[config.mk]
export PLATFORM = sky130hd
export DESIGN_NAME = csfma_unit
export DESIGN_NICKNAME = d
export VERILOG_FILES = /design/src/rtl/csfma_unit.sv
export SDC_FILE = /design/constraint.sdc
export NUM_CORES = 1
export LEC_CHECK = 0
export BUFFER_PORTS_ARGS = -buffer_cell sky130_fd_sc_hd__buf_4
export CAP_MARGIN = 20
export CORE_ASPECT_RATIO = 0.75
export CORE_MARGIN = 2
export CORE_UTILIZATION = 23
export CTS_BUF_LIST = sky130_fd_sc_hd__clkbuf_16
export CTS_CLUSTER_SIZE = 30
export DETAILED_ROUTE_END_ITERATION = 7
export HOLD_SLACK_MARGIN = 0.12
export PLACE_DENSITY = 0.44
export SLEW_MARGIN = 25
export SYNTH_ARGS = -nofsm -noshare
export SYNTH_HDL_FRONTEND = slang
export SYNTH_SLANG_ARGS = --single-unit
[constraint.sdc]
create_clock -name clk -period 26.7 [get_ports clk]
set_input_delay 5.34 -clock clk [delete_from_list [all_inputs] [get_ports clk]]
set_output_delay 5.34 -clock clk [all_outputs]
set_load 0.02 [all_outputs]
[src/rtl/csfma_unit.sv]
module csfma_unit #(
  parameter int W = 16
) (
  input  logic         clk,
  input  logic         rst,
  input  logic [3:0]   tmpl,
  input  logic [W-1:0] x_c,
  input  logic [W-1:0] x_s,
  input  logic [W-1:0] y_c,
  input  logic [W-1:0] y_s,
  input  logic [W-1:0] k_c,
  input  logic [W-1:0] k_s,
  input  logic [W-1:0] a,
  output logic [W-1:0] z_c,
  output logic [W-1:0] z_s
);
  localparam int PP = 2 * W;
  localparam int LV = $clog2(PP) - 1;

  // two rows of full adders; ci is injected into both freed carry LSBs
  function automatic logic [2*W-1:0] cmp42(input logic [W-1:0] p, q, r, t,
                                           input logic ci);
    logic [W-1:0] s1, c1, s2, c2;
    s1 = p ^ q ^ r;
    c1 = (((p & q) | (p & r) | (q & r)) << 1) | W'(ci);
    s2 = s1 ^ c1 ^ t;
    c2 = (((s1 & c1) | (s1 & t) | (c1 & t)) << 1) | W'(ci);
    return {c2, s2};
  endfunction

  logic [3:0]   tm_q;
  logic [W-1:0] xc_q, xs_q, yc_q, ys_q, kc_q, ks_q, a_q;

  always_ff @(posedge clk) begin
    if (rst) begin
      tm_q <= '0;
      xc_q <= '0; xs_q <= '0; yc_q <= '0; ys_q <= '0;
      kc_q <= '0; ks_q <= '0; a_q <= '0;
    end else begin
      tm_q <= tmpl;
      xc_q <= x_c; xs_q <= x_s; yc_q <= y_c; ys_q <= y_s;
      kc_q <= k_c; ks_q <= k_s; a_q <= a;
    end
  end

  wire pre_sub  = tm_q[0];
  wire mul_k    = tm_q[1];
  wire add_n    = tm_q[2];
  wire post_sub = tm_q[3];

  logic [W-1:0] ycm, ysm, n_c, n_s, m_c, m_s, d_c, d_s, dc_x, ds_x;

  assign ycm = pre_sub ? ~yc_q : yc_q;
  assign ysm = pre_sub ? ~ys_q : ys_q;
  assign {n_c, n_s} = cmp42(xc_q, xs_q, ycm, ysm, pre_sub);

  assign m_c = mul_k ? kc_q : n_c;
  assign m_s = mul_k ? ks_q : n_s;
  assign d_c = add_n ? n_c : kc_q;
  assign d_s = add_n ? n_s : ks_q;
  assign dc_x = post_sub ? ~d_c : d_c;
  assign ds_x = post_sub ? ~d_s : d_s;

  // partial-product array and 4:2 reduction tree
  logic [W-1:0] tr [LV+1][PP];

  for (genvar j = 0; j < W; j++) begin : g_pp
    assign tr[0][j]     = m_c[j] ? (a_q << j) : '0;
    assign tr[0][W + j] = m_s[j] ? (a_q << j) : '0;
  end

  for (genvar l = 0; l < LV; l++) begin : g_lvl
    for (genvar g = 0; g < (PP >> (l + 2)); g++) begin : g_grp
      assign {tr[l+1][2*g+1], tr[l+1][2*g]} =
        cmp42(tr[l][4*g], tr[l][4*g+1], tr[l][4*g+2], tr[l][4*g+3], 1'b0);
    end
    for (genvar r = (PP >> (l + 1)); r < PP; r++) begin : g_pad
      assign tr[l+1][r] = '0;
    end
  end

  logic [W-1:0] f_c, f_s;
  assign {f_c, f_s} = cmp42(tr[LV][0], tr[LV][1], dc_x, ds_x, post_sub);

  always_ff @(posedge clk) begin
    if (rst) begin
      z_c <= '0;
      z_s <= '0;
    end else begin
      z_c <= f_c;
      z_s <= f_s;
    end
  end

  // behavioural reference used only by the checks below
  function automatic logic [W-1:0] ref_val(input logic [3:0] t,
      input logic [W-1:0] xc, xs, yc, ys, kc, ks, fa);
    logic [W-1:0] nv, kv, mv, dv;
    nv = t[0] ? (xc + xs - yc - ys) : (xc + xs + yc + ys);
    kv = kc + ks;
    mv = t[1] ? kv : nv;
    dv = t[2] ? nv : kv;
    return t[3] ? (fa * mv - dv) : (fa * mv + dv);
  endfunction

  wire [4+7*W-1:0] in_bus = {tmpl, x_c, x_s, y_c, y_s, k_c, k_s, a};

  a_r1_reset_zero: assert property (@(posedge clk)
    rst |=> (z_c == '0 && z_s == '0));

  a_r1_template_clear: assert property (@(posedge clk)
    rst |=> (tm_q == 4'b0000));


  a_r7_template_value: assert property (@(posedge clk) disable iff (rst)
    (!$past(rst) && !$past(rst, 2)) |->
      (W'(z_c + z_s) == ref_val($past(tmpl, 2), $past(x_c, 2), $past(x_s, 2),
                                $past(y_c, 2), $past(y_s, 2), $past(k_c, 2),
                                $past(k_s, 2), $past(a, 2))));

  a_r2_repeatable: assert property (@(posedge clk) disable iff (rst)
    (!$past(rst) && !$past(rst, 2) && !$past(rst, 3) && $past($stable(in_bus), 2))
      |-> $stable({z_c, z_s}));

endmodule

==> results by group, run 1 <==
Critical path
  – Largest delay share family, worst path: adder cells
  – R2R depth: 27
  – Buffer and inverter count on the worst path: 5
  – Worst setup SP type: flop
  – Worst Setup End Kind: flop
  – CP max FO: 32
  – Worst path max stage delay: 610 ps
  – Worst setup path class: reg -> reg
  – Crit-path slowest cell: o21ai_2
  – Worst reg-to-reg setup slack: 17710 ps
  – Critical path depth in cells: 27
  – Worst EP arrival: approximately 9300 ps
  – Critical Path Most Common Cell: fa_1
  – WP data required: 27000 ps

Detailed routing
  – DR DRC count: 0
  – ANT nets after route: 0
  – DRT iter0 DRCs: 380
  – Vias/cell: 3.90
  – Detailed Route WL: approximately 39 mm
  – Vias: slightly above 9000
  – Wire length per cell: 16.6 um
  – Router iterations before antenna repair: 5

GRT
  – Largest net degree at the start of global routing: 92
  – Tot GR Track Use: 0.131
  – Global-route wire length before repair: 61.3 mm
  – Number of global-route vias before repair: 10300
  – Initial antenna violation count: 2
  – Total global routing overflow: 0

CTS
  – Clk buf depth: 2
  – Post-CTS sizing: 0
  – Hold_buf cts: 0
  – Clock-pin slew on the worst setup and hold paths: approximately 70 ps
  – Clk_lat worst skew: 440 ps
  – Sink Count: 148
  – Post-CTS Setup Repair Bufs: 0
  – H-tree depth: 4
  – CTS buffer count: 17
  – CTS root buffer: clkbuf_16
  – CTS tree: built

Floorplanning
  – Die span in y: 217 um
  – Initial Utilization: 0.231
  – CORE AREA: 60100 sq um
  – Top-Level Pins: 150
  – Row cnt: 78
  – Die area: 62500 sq um
  – Die Span X: 288 um

Power and ir drop
  – Peak VDD IR: 0.128 mV
  – Pwr/cell area: 122 nW/um^2
  – Leak: 7.09 nW

Run status
  – Status: finished clean

Worst hold path
  – Hold path cells: 3
  – Hold Crit Class: reg -> reg

Timing
  – Tmin final: between 8000 and 9000 ps
  – Final hold slack: between 700 and 800 ps
  – Fmax achieved: 111 MHz
  – Period utilization: 0.337
  – Worst relative slew slack: 0.338
  – Setup violators final: 0
  – Slew @ Worst Pin: 991 ps
  – Setup tns final: 0 ps
  – Final hold vios: 0
  – Fin. max-slew vios: 0
  – RSZ-0062 raised after global routing: false
  – Layout Skew: about 16 ps

Finish
  – Fillers: 6462
  – Fraction of layout cells with a size suffix above 1: 0.141
  – Area grow syn2layout: 18.7%
  – Cell area after layout: 16500 sq um
  – Final net count: 1938

Synthesis
  – Post-synth EDFFs: 0
  – Asr flop ratio synth: 0
  – Yosys cell types: 30
  – Seq/Total Area, Yosys: 0.213
  – Syn Inst Count: 1396
  – Syn Nets: 1819
  – #FFs+latches synth: 148
  – Synth Flop Type: dfxtp_1
  – Post-Syn Area per Cell: 9.97 sq um
  – Synth Warn #: 0
  – Mapped Area: 13900 sq um

Placement
  – Port bufs: ~150
  – Post-detail-place hpwl: 30.8 mm
  – Gpl congestion: 0.802
  – Placed Area: roughly 16000 sq um

Run
  – Max-Cap Viols: 0
cells by family (layout without fill, tap and decap cells):
family          Yosys count  count (layout)  synth area share
compound gates           32              32            0.0129
xor+xnor                123             123            0.0854
fa+ha+maj               305             305             0.403
buf+inv                 306             438            0.0842
flops                   148             148             0.213
mux                      39              39            0.0297
other cells               0               1                 0
simple gates            443             443             0.172
synthesized netlist by cell type (2+ instances only):
| cell type | instances | share of area |
|---|---|---|
| o21ai_0 | 17 | 0.0061 |
| nor2_1 | 10 | 0.0027 |
| buf_2 | 3 | 0.0011 |
| o21ai_2 | 2 | 0.0013 |
| and2_1 | 146 | 0.066 |
| nand2_1 | 139 | 0.037 |
| ha_1 | 67 | 0.060 |
| o21ai_1 | 4 | 0.0014 |
| a21oi_1 | 5 | 0.0018 |
| xnor3_1 | 7 | 0.011 |
| mux2i_1 | 30 | 0.022 |
| buf_1 | 6 | 0.0016 |
| fa_1 | 238 | 0.34 |
| dfxtp_1 | 148 | 0.21 |
| mux2_2 | 5 | 0.0040 |
| nor2b_1 | 145 | 0.065 |
| xnor2_1 | 98 | 0.062 |
| buf_6 | 2 | 0.0016 |
| mux2i_2 | 3 | 0.0030 |
| xor2_1 | 17 | 0.011 |
| o211ai_1 | 3 | 0.0016 |
| inv_1 | 238 | 0.064 |
| clkbuf_1 | 56 | 0.015 |
per-layer routing:
metal / up-vias / track usage / part of all wire
met3: 22 / 0.0248 / 0.046
li1: 4297 / - / -
met2: 178 / 0.180 / 0.40
met1: 4576 / 0.211 / 0.55
met4: 0 / 0.0225 / 0.0076
met5: - / 0 / 0
worst min-delay path: stages (launching register included):
cell and delay [ps]:
dfxtp_1 330, mux2i_1 130, mux2i_1 150, nor2_1 80
final cells by class:
cell class | instances | area, sq um | area share
Clock buffer | 17 | 425 | 0.0258
Tap cell | 800 | 1000 | 0.0606
Inverter | 238 | 893 | 0.0541
Sequential cell | 148 | 2970 | 0.180
Timing Repair Buffer | 168 | 1260 | 0.0764
Multi-Input combinational cell | 942 | 9790 | 0.593
Clock inverter | 15 | 178 | 0.0108
Antenna cell | 1 | 2.50 | 0.000152
state kept, by name, indices dropped and copies added, names as in the netlist:
name and flops:
yc_q 16, tm_q 4, kc_q 16, xs_q 16, ys_q 16, xc_q 16
a_q 16, z_c 16, z_s 16, ks_q 16
cells in the final DEF (no fill, tap or decap), types with 4 or more instances in the layout:
master	instances
a21oi_1	5
and2_1	146
buf_4	168
clkbuf_16	17
dfxtp_1	144
dfxtp_2	4
fa_1	238
ha_1	67
inv_1	239
inv_6	5
mux2_2	5
mux2i_1	30
nand2_1	139
nor2_1	10
nor2b_1	145
o21ai_0	16
o21ai_1	4
xnor2_1	98
xnor3_1	7
xor2_1	17
worst paths after layout:
path	end	from
worst max register to register	z_s[15]	tm_q[0]
worst min-delay path	z_c[1]	ks_q[0]
worst max-delay path	z_s[15]	tm_q[0]
worst min register to register	z_c[1]	ks_q[0]
where the power goes:
part,switching (W),total [W],internal (W),leakage (nW)
logic,0.000765,0.00149,0.000723,5.56
registers,0.0000127,0.000271,0.000258,1.23
clock network,0.000109,0.000257,0.000148,0.297
total,0.000887,0.00202,0.00113,7.09
per-stage QoR:
| stage | std cells | utilization | power [W] | worst slack [ps] |
|---|---|---|---|---|
| 6_report | 2329 | 0.275 | 0.00202 | 17710 |
| 5_1_grt | 2328 | 0.275 | 0.00223 | 17260 |
| 4_1_cts | 2328 | 0.275 | 0.00204 | 17650 |
| 3_5_place_dp | 2296 | 0.265 | 0.00176 | 17670 |
| 3_3_place_gp | 2296 | 0.265 | 0.00176 | 17370 |
| 2_1_floorplan | 1396 | - | 0.00128 | 18120 |
Power figures use the tool's default switching activity.
==> run 2, diff against run 1 <==
Settings changed: PLACE_DENSITY 0.44 to 0.45.
Clock period 26.7 ns to 8.1 ns, I/O delays scaled along.
==> results by group, run 2 (synthesis results as in run 1) <==
Detailed routing
  – Detailed Route WL: 40.3 mm (+4.3%)
  – ANT nets after route: 0 (unchanged)
  – Routed met3 length: 2.07 mm (+16%)
  – Met2 routed WL: 16.4 mm (+6.3%)
  – DRT iter0 DRCs: 533 (+40%)
  – Wire length per cell: 16.9 um (+2.1%)
  – DR DRC count: 0 (unchanged)
  – Router iterations before antenna repair: 5 (unchanged)
  – Top Layer Used: met4
  – Wl on met1: 21.6 mm (+2.0%)
  – Vias: 9341 (+3.0%)
  – Vias/cell: 3.92 (+0.75%)

Power and ir drop
  – Sequential power share: 0.136 (+0.002)
  – Switching power: 0.00299 W (+240%)
  – Sw Ratio: 0.451 (+0.0113)
  – Clk pwr share: 0.117 (-0.011)
  – Leak: 7.35 nW (+3.7%)
  – Pint: 0.00363 W (+220%)
  – Peak VDD IR: 0.557 mV (+340%)
  – Comb pwr share: 0.746 (+0.008)
  – Pwr/cell area: 387 nW/um^2 (+220%)

Timing
  – Setup tns final: 0 ps (unchanged)
  – Tmin final: 8000 ps (-995 ps)
  – Worst relative slew slack: 0.342 (+0.00317)
  – Fin. max-slew vios: 0 (unchanged)
  – RSZ-0062 raised after global routing: true
  – Final hold vios: 0 (unchanged)
  – Setup violators final: 0 (unchanged)
  – Slew @ Worst Pin: 977 ps (-13.7 ps)
  – Layout Skew: 14.0 ps (-1.65 ps)
  – Period utilization: 0.988 (+0.651)
  – Fmax achieved: 125 MHz (+12%)

Critical path
  – Worst r2r src: tm_q[0]
  – Worst Setup End Kind: flop
  – CP max FO: 6 (-81%)
  – Crit-path slowest cell: fa_2
  – Worst setup SP type: flop
  – R2R depth: 29 (+7.4%)
  – Worst setup path endpoint: z_s[15]
  – Crit path from: tm_q[0]
  – RR Endpoint: z_s[15]
  – Worst setup path class: reg -> reg
  – Worst EP arrival: 8310 ps (-990 ps)
  – Worst path max stage delay: 570 ps (-40 ps)
  – Critical Path Most Common Cell: fa_1
  – Worst reg-to-reg setup slack: 100 ps (-17610 ps)
  – WP data required: 8410 ps (-18590 ps)

Finish
  – Final net count: 1989 (+2.6%)
  – Leading cell type in the layout, fill and taps excluded: inv_1
  – Fraction of layout cells with a size suffix above 1: 0.192 (+0.0513)
  – Cell area after layout: 17100 sq um (+3.5%)
  – Final non-filler cell total: 2380 (+2.2%)
  – Area grow syn2layout: 22.9%
  – Commonest cells after routing, fill and taps aside: inv_1, fa_1, buf_4

Floorplanning
  – Die span in y: 217 um (unchanged)
  – Die area: 62500 sq um (unchanged)
  – Initial Utilization: 0.231 (unchanged)
  – Die Span X: 288 um (unchanged)
  – Row cnt: 78 (unchanged)
  – CORE AREA: 60100 sq um (unchanged)
  – Top-Level Pins: 150 (unchanged)

CTS
  – CTS tree: built
  – Clock-pin slew on the worst setup and hold paths: 70 ps (about the same)
  – CTS buffer count: 17 (unchanged)
  – CTS root buffer: clkbuf_16
  – Sink Count: 148 (unchanged)
  – H-tree depth: 4 (unchanged)
  – Hold_buf cts: 0 (unchanged)
  – Clk buf depth: 2 (unchanged)
  – Clk_lat worst skew: 440 ps (about the same)

Run
  – Max-Cap Viols: 0 (unchanged)

Placement
  – Placed Area: 16300 sq um (+2.3%)
  – Gpl congestion: 0.845 (+5.4%)
  – Post-detail-place hpwl: 33.0 mm (+7.3%)
  – Placed insts: 2337 (+1.8%)
  – Port bufs: 149 (unchanged)

GRT
  – Global-route wire length before repair: 63.1 mm (+3.0%)
  – Total global routing overflow: 0 (unchanged)
  – Number of global-route vias before repair: 10400 (+1.3%)
  – Largest net degree at the start of global routing: 97 (+5.4%)
  – Tot GR Track Use: 0.136 (+0.00448)
  – Initial antenna violation count: 0 (-2)

Worst hold path
  – Hold Crit Class: reg -> reg

Run status
  – Status: finished clean
[run 2: worst min-delay path by stage]
stage	endpoint	slack (ps)	startpoint	cells after the start
2_1_floorplan	z_c[1]	590	tm_q[3]	3
3_3_place_gp	z_c[1]	750	ks_q[0]	3
3_5_place_dp	z_c[1]	750	ks_q[0]	3
4_1_cts	z_c[1]	760	ks_q[0]	3
5_1_grt	z_c[1]	830	ks_q[0]	3
6_report	z_s[0]	740	ks_q[0]	3
[run 2: worst max-delay path, delay by kind of cell, from the launching register on]
family          cells  cell delay (ps)
buf+inv             7              500
simple gates        2              200
xor+xnor            8             1410
flops               1              370
fa+ha+maj          11             5300
compound gates      1               70
[run 2: what timing repair did]
action                                  in CTS  in global routing
setup buffers                                8                  2
cloned                                       0                  1
pin swaps                                   19                 22
resized for setup                           19                 29
endpoints found under the setup margin       1                  1
[run 2: power by group through the flow]
stage	Sequential [W]	Clock, W	Combinational, W
6_report	0.000902	0.000777	0.00494
2_1_floorplan	0.000958	0	0.00319
4_1_cts	0.000903	0.000800	0.00489
3_3_place_gp	0.000919	0	0.00490
5_1_grt	0.000910	0.000831	0.00555
3_5_place_dp	0.000918	0	0.00488
[run 2: cell type report]
cell class              instances  area, sq um
fillers                      6437        43000
repair buffers                219         1710
well taps                     800         1000
flip-flops and latches        148         2970
clock inverters                14          129
clock buffers                  17          425
diodes                          2         5.00
multi-input cells             942         9960
inverters                     238          893
[run 2: per-layer routing]
layer,vias up,GRT usage
li1,4398,-
met1,4722,0.215
met2,197,0.194
met3,24,0.0234
met4,0,0.0181
met5,-,0
[run 2: stage by stage]
step	power (W)	setup WS (ps)	hold slack, ps	utilization
global placement	0.00581	-127	751	0.271
finish	0.00662	100	743	0.284
CTS	0.00659	-26.9	764	0.282
detailed placement	0.00580	-148	750	0.271
floorplan	0.00415	112	592	-
global route	0.00730	-155	832	0.284
==> run 3, diff against run 2 <==
Settings changed: PLACE_DENSITY 0.45 to unset.
==> results by group, run 3 (synthesis results as in run 1) <==
Critical path
  – Crit-path slowest cell: fa_1
  – R2R depth: 28 (-3.4%)
  – Crit path from: tm_q[0]
  – Worst setup path endpoint: z_s[15]
  – RR Endpoint: z_s[15]
  – Worst EP arrival: 8260 ps (-50 ps)
  – Worst setup SP type: flop
  – Largest delay share family, worst path: adder cells
  – Critical Path Most Common Cell: fa_1
  – Worst r2r src: tm_q[0]
  – WP data required: 8410 ps (about the same)
  – Critical path depth in cells: 28 (-3.4%)
  – Worst Setup End Kind: flop
  – Buffer and inverter count on the worst path: 6 (-1)
  – CP max FO: 10 (+4)
  – Worst path max stage delay: 510 ps (-60 ps)
  – Worst reg-to-reg setup slack: 150 ps (+50 ps)
  – Worst setup path class: reg -> reg

Timing
  – Worst relative slew slack: 0.355 (+0.0132)
  – Setup violators final: 0 (unchanged)
  – RSZ-0062 raised after global routing: true
  – Final hold slack: 701 ps (-41.9 ps)
  – Fin. max-slew vios: 0 (unchanged)
  – Final hold vios: 0 (unchanged)
  – Tmin final: 7950 ps (-51.3 ps)
  – Layout Skew: 16.3 ps (+2.36 ps)
  – Slew @ Worst Pin: 967 ps (-10.8 ps)
  – Final WS setup: 151 ps (+51.3 ps)
  – Period utilization: 0.981 (-0.00633)
  – Fmax achieved: 126 MHz (+0.65%)

Placement
  – Gpl congestion: 0.890 (+5.3%)
  – Dpl ws: -210 ps (-62.0 ps)
  – Placed Area: 16200 sq um (-0.48%)
  – Port bufs: 149 (unchanged)
  – Post-detail-place hpwl: 31.5 mm (-4.5%)

Finish
  – Fillers: 6352 (-1.3%)
  – Final net count: 1986 (-0.15%)
  – Antenna cell count: 0 (-2)
  – Footprint of the multi-input gates: 9980 sq um (+0.18%)
  – Leading cell type in the layout, fill and taps excluded: inv_1
  – Commonest cells after routing, fill and taps aside: inv_1, fa_1, buf_4
  – Cell area after layout: 17100 sq um (-0.12%)
  – Flip-flop and latch area: 2970 sq um (about the same)
  – Area grow syn2layout: 22.7%
  – Fraction of layout cells with a size suffix above 1: 0.189 (-0.00281)

Floorplanning
  – Initial Utilization: 0.231 (unchanged)
  – Die area: 62500 sq um (unchanged)
  – Die span in y: 217 um (unchanged)
  – Top-Level Pins: 150 (unchanged)
  – Row cnt: 78 (unchanged)
  – CORE AREA: 60100 sq um (unchanged)
  – Die Span X: 288 um (unchanged)

GRT
  – Number of global-route vias before repair: 10700 (+3.2%)
  – Total global routing overflow: 0 (unchanged)
  – Global-route wire length before repair: 61.6 mm (-2.5%)
  – Initial antenna violation count: 1 (+1)
  – Largest net degree at the start of global routing: 100 (+3.1%)
  – Tot GR Track Use: 0.129 (-0.00677)

Worst hold path
  – Hold Crit Class: reg -> reg
  – Hold path cells: 3 (unchanged)

Detailed routing
  – Vias: 9589 (+2.7%)
  – Wire length per cell: 16.1 um (-4.8%)
  – DRT iter0 DRCs: 619 (+16%)
  – Router iterations before antenna repair: 5 (unchanged)
  – Detailed Route WL: 38.3 mm (-5.0%)
  – Vias/cell: 4.04 (+2.9%)
  – DR DRC count: 0 (unchanged)
  – ANT nets after route: 0 (unchanged)

CTS
  – CTS buffer count: 17 (unchanged)
  – Clk buf depth: 2 (unchanged)
  – CTS tree: built
  – H-tree depth: 4 (unchanged)
  – CTS root buffer: clkbuf_16
  – Sink Count: 148 (unchanged)
  – Clock-pin slew on the worst setup and hold paths: 70 ps (about the same)
  – Clk_lat worst skew: 440 ps (about the same)

Power and ir drop
  – Sequential power share: 0.136 (about the same)
  – Clk pwr share: 0.121 (+0.004)
  – Pint: 0.00369 W (+1.5%)
  – Peak VDD IR: 0.437 mV (-22%)
  – Pwr/cell area: 389 nW/um^2 (+0.55%)
  – Switching power: 0.00296 W (-0.87%)
  – Leak: 7.35 nW (about the same)
  – Sw Ratio: 0.445 (-0.00583)
  – Comb pwr share: 0.744 (-0.002)

Run status
  – Status: finished clean

Run
  – Max-Cap Viols: 0 (unchanged)
run 3: power groups by stage:
stage          Sequential (W)  Clock [W]  Combinational, W
2_1_floorplan        0.000958          0           0.00319
3_3_place_gp         0.000919          0           0.00471
3_5_place_dp         0.000918          0           0.00481
4_1_cts              0.000903   0.000820           0.00483
5_1_grt              0.000911   0.000847           0.00554
6_report             0.000902   0.000801           0.00494
run 3: worst min path at each step:
stage                        from     end  slack (ps)
after floorplan           tm_q[3]  z_c[1]         590
after global placement    ks_q[0]  z_s[0]         700
after detailed placement  ks_q[0]  z_s[0]         690
after CTS                 ks_q[0]  z_s[0]         700
after global routing      ks_q[0]  z_c[1]         760
final                     ks_q[0]  z_s[0]         700
run 3: tightest hold or removal path, stage by stage (launching register included):
cell and delay [ps]:
dfxtp_1 320, mux2i_1 130, xor2_1 160, nor2_1 50
run 3: metrics by stage:
| step | setup TNS [ps] | power [W] | utilization | instances |
|---|---|---|---|---|
| after floorplan | 0 | 0.00415 | - | 1396 |
| after global placement | -132 | 0.00563 | 0.269 | 2330 |
| after detailed placement | -210 | 0.00573 | 0.269 | 2330 |
| after CTS | 0 | 0.00655 | 0.282 | 2370 |
| after global routing | -114 | 0.00729 | 0.284 | 2375 |
| final | 0 | 0.00665 | 0.284 | 2375 |
run 3: cell type report:
type,count,area share
clock buffers,17,0.0249
multi-input cells,942,0.584
inverters,238,0.0523
repair buffers,216,0.0969
well taps,800,0.0586
clock inverters,14,0.00894
flip-flops and latches,148,0.174
run 3: what timing repair did:
action	4_1_cts	5_1_grt
resized for setup	23	25
endpoints found under the setup margin	1	2
setup buffers	9	5
pin swaps	19	18
cloned	0	0
hold buffers	0	0
run 3: routing by layer:
layer	vias up	wire [um]	part of all wire	track usage
li1	4395	-	-	-
met1	4909	19700	0.51	0.197
met2	264	16000	0.42	0.185
met3	21	2430	0.063	0.0296
met4	0	259	0.0068	0.0218
met5	-	0	0	0
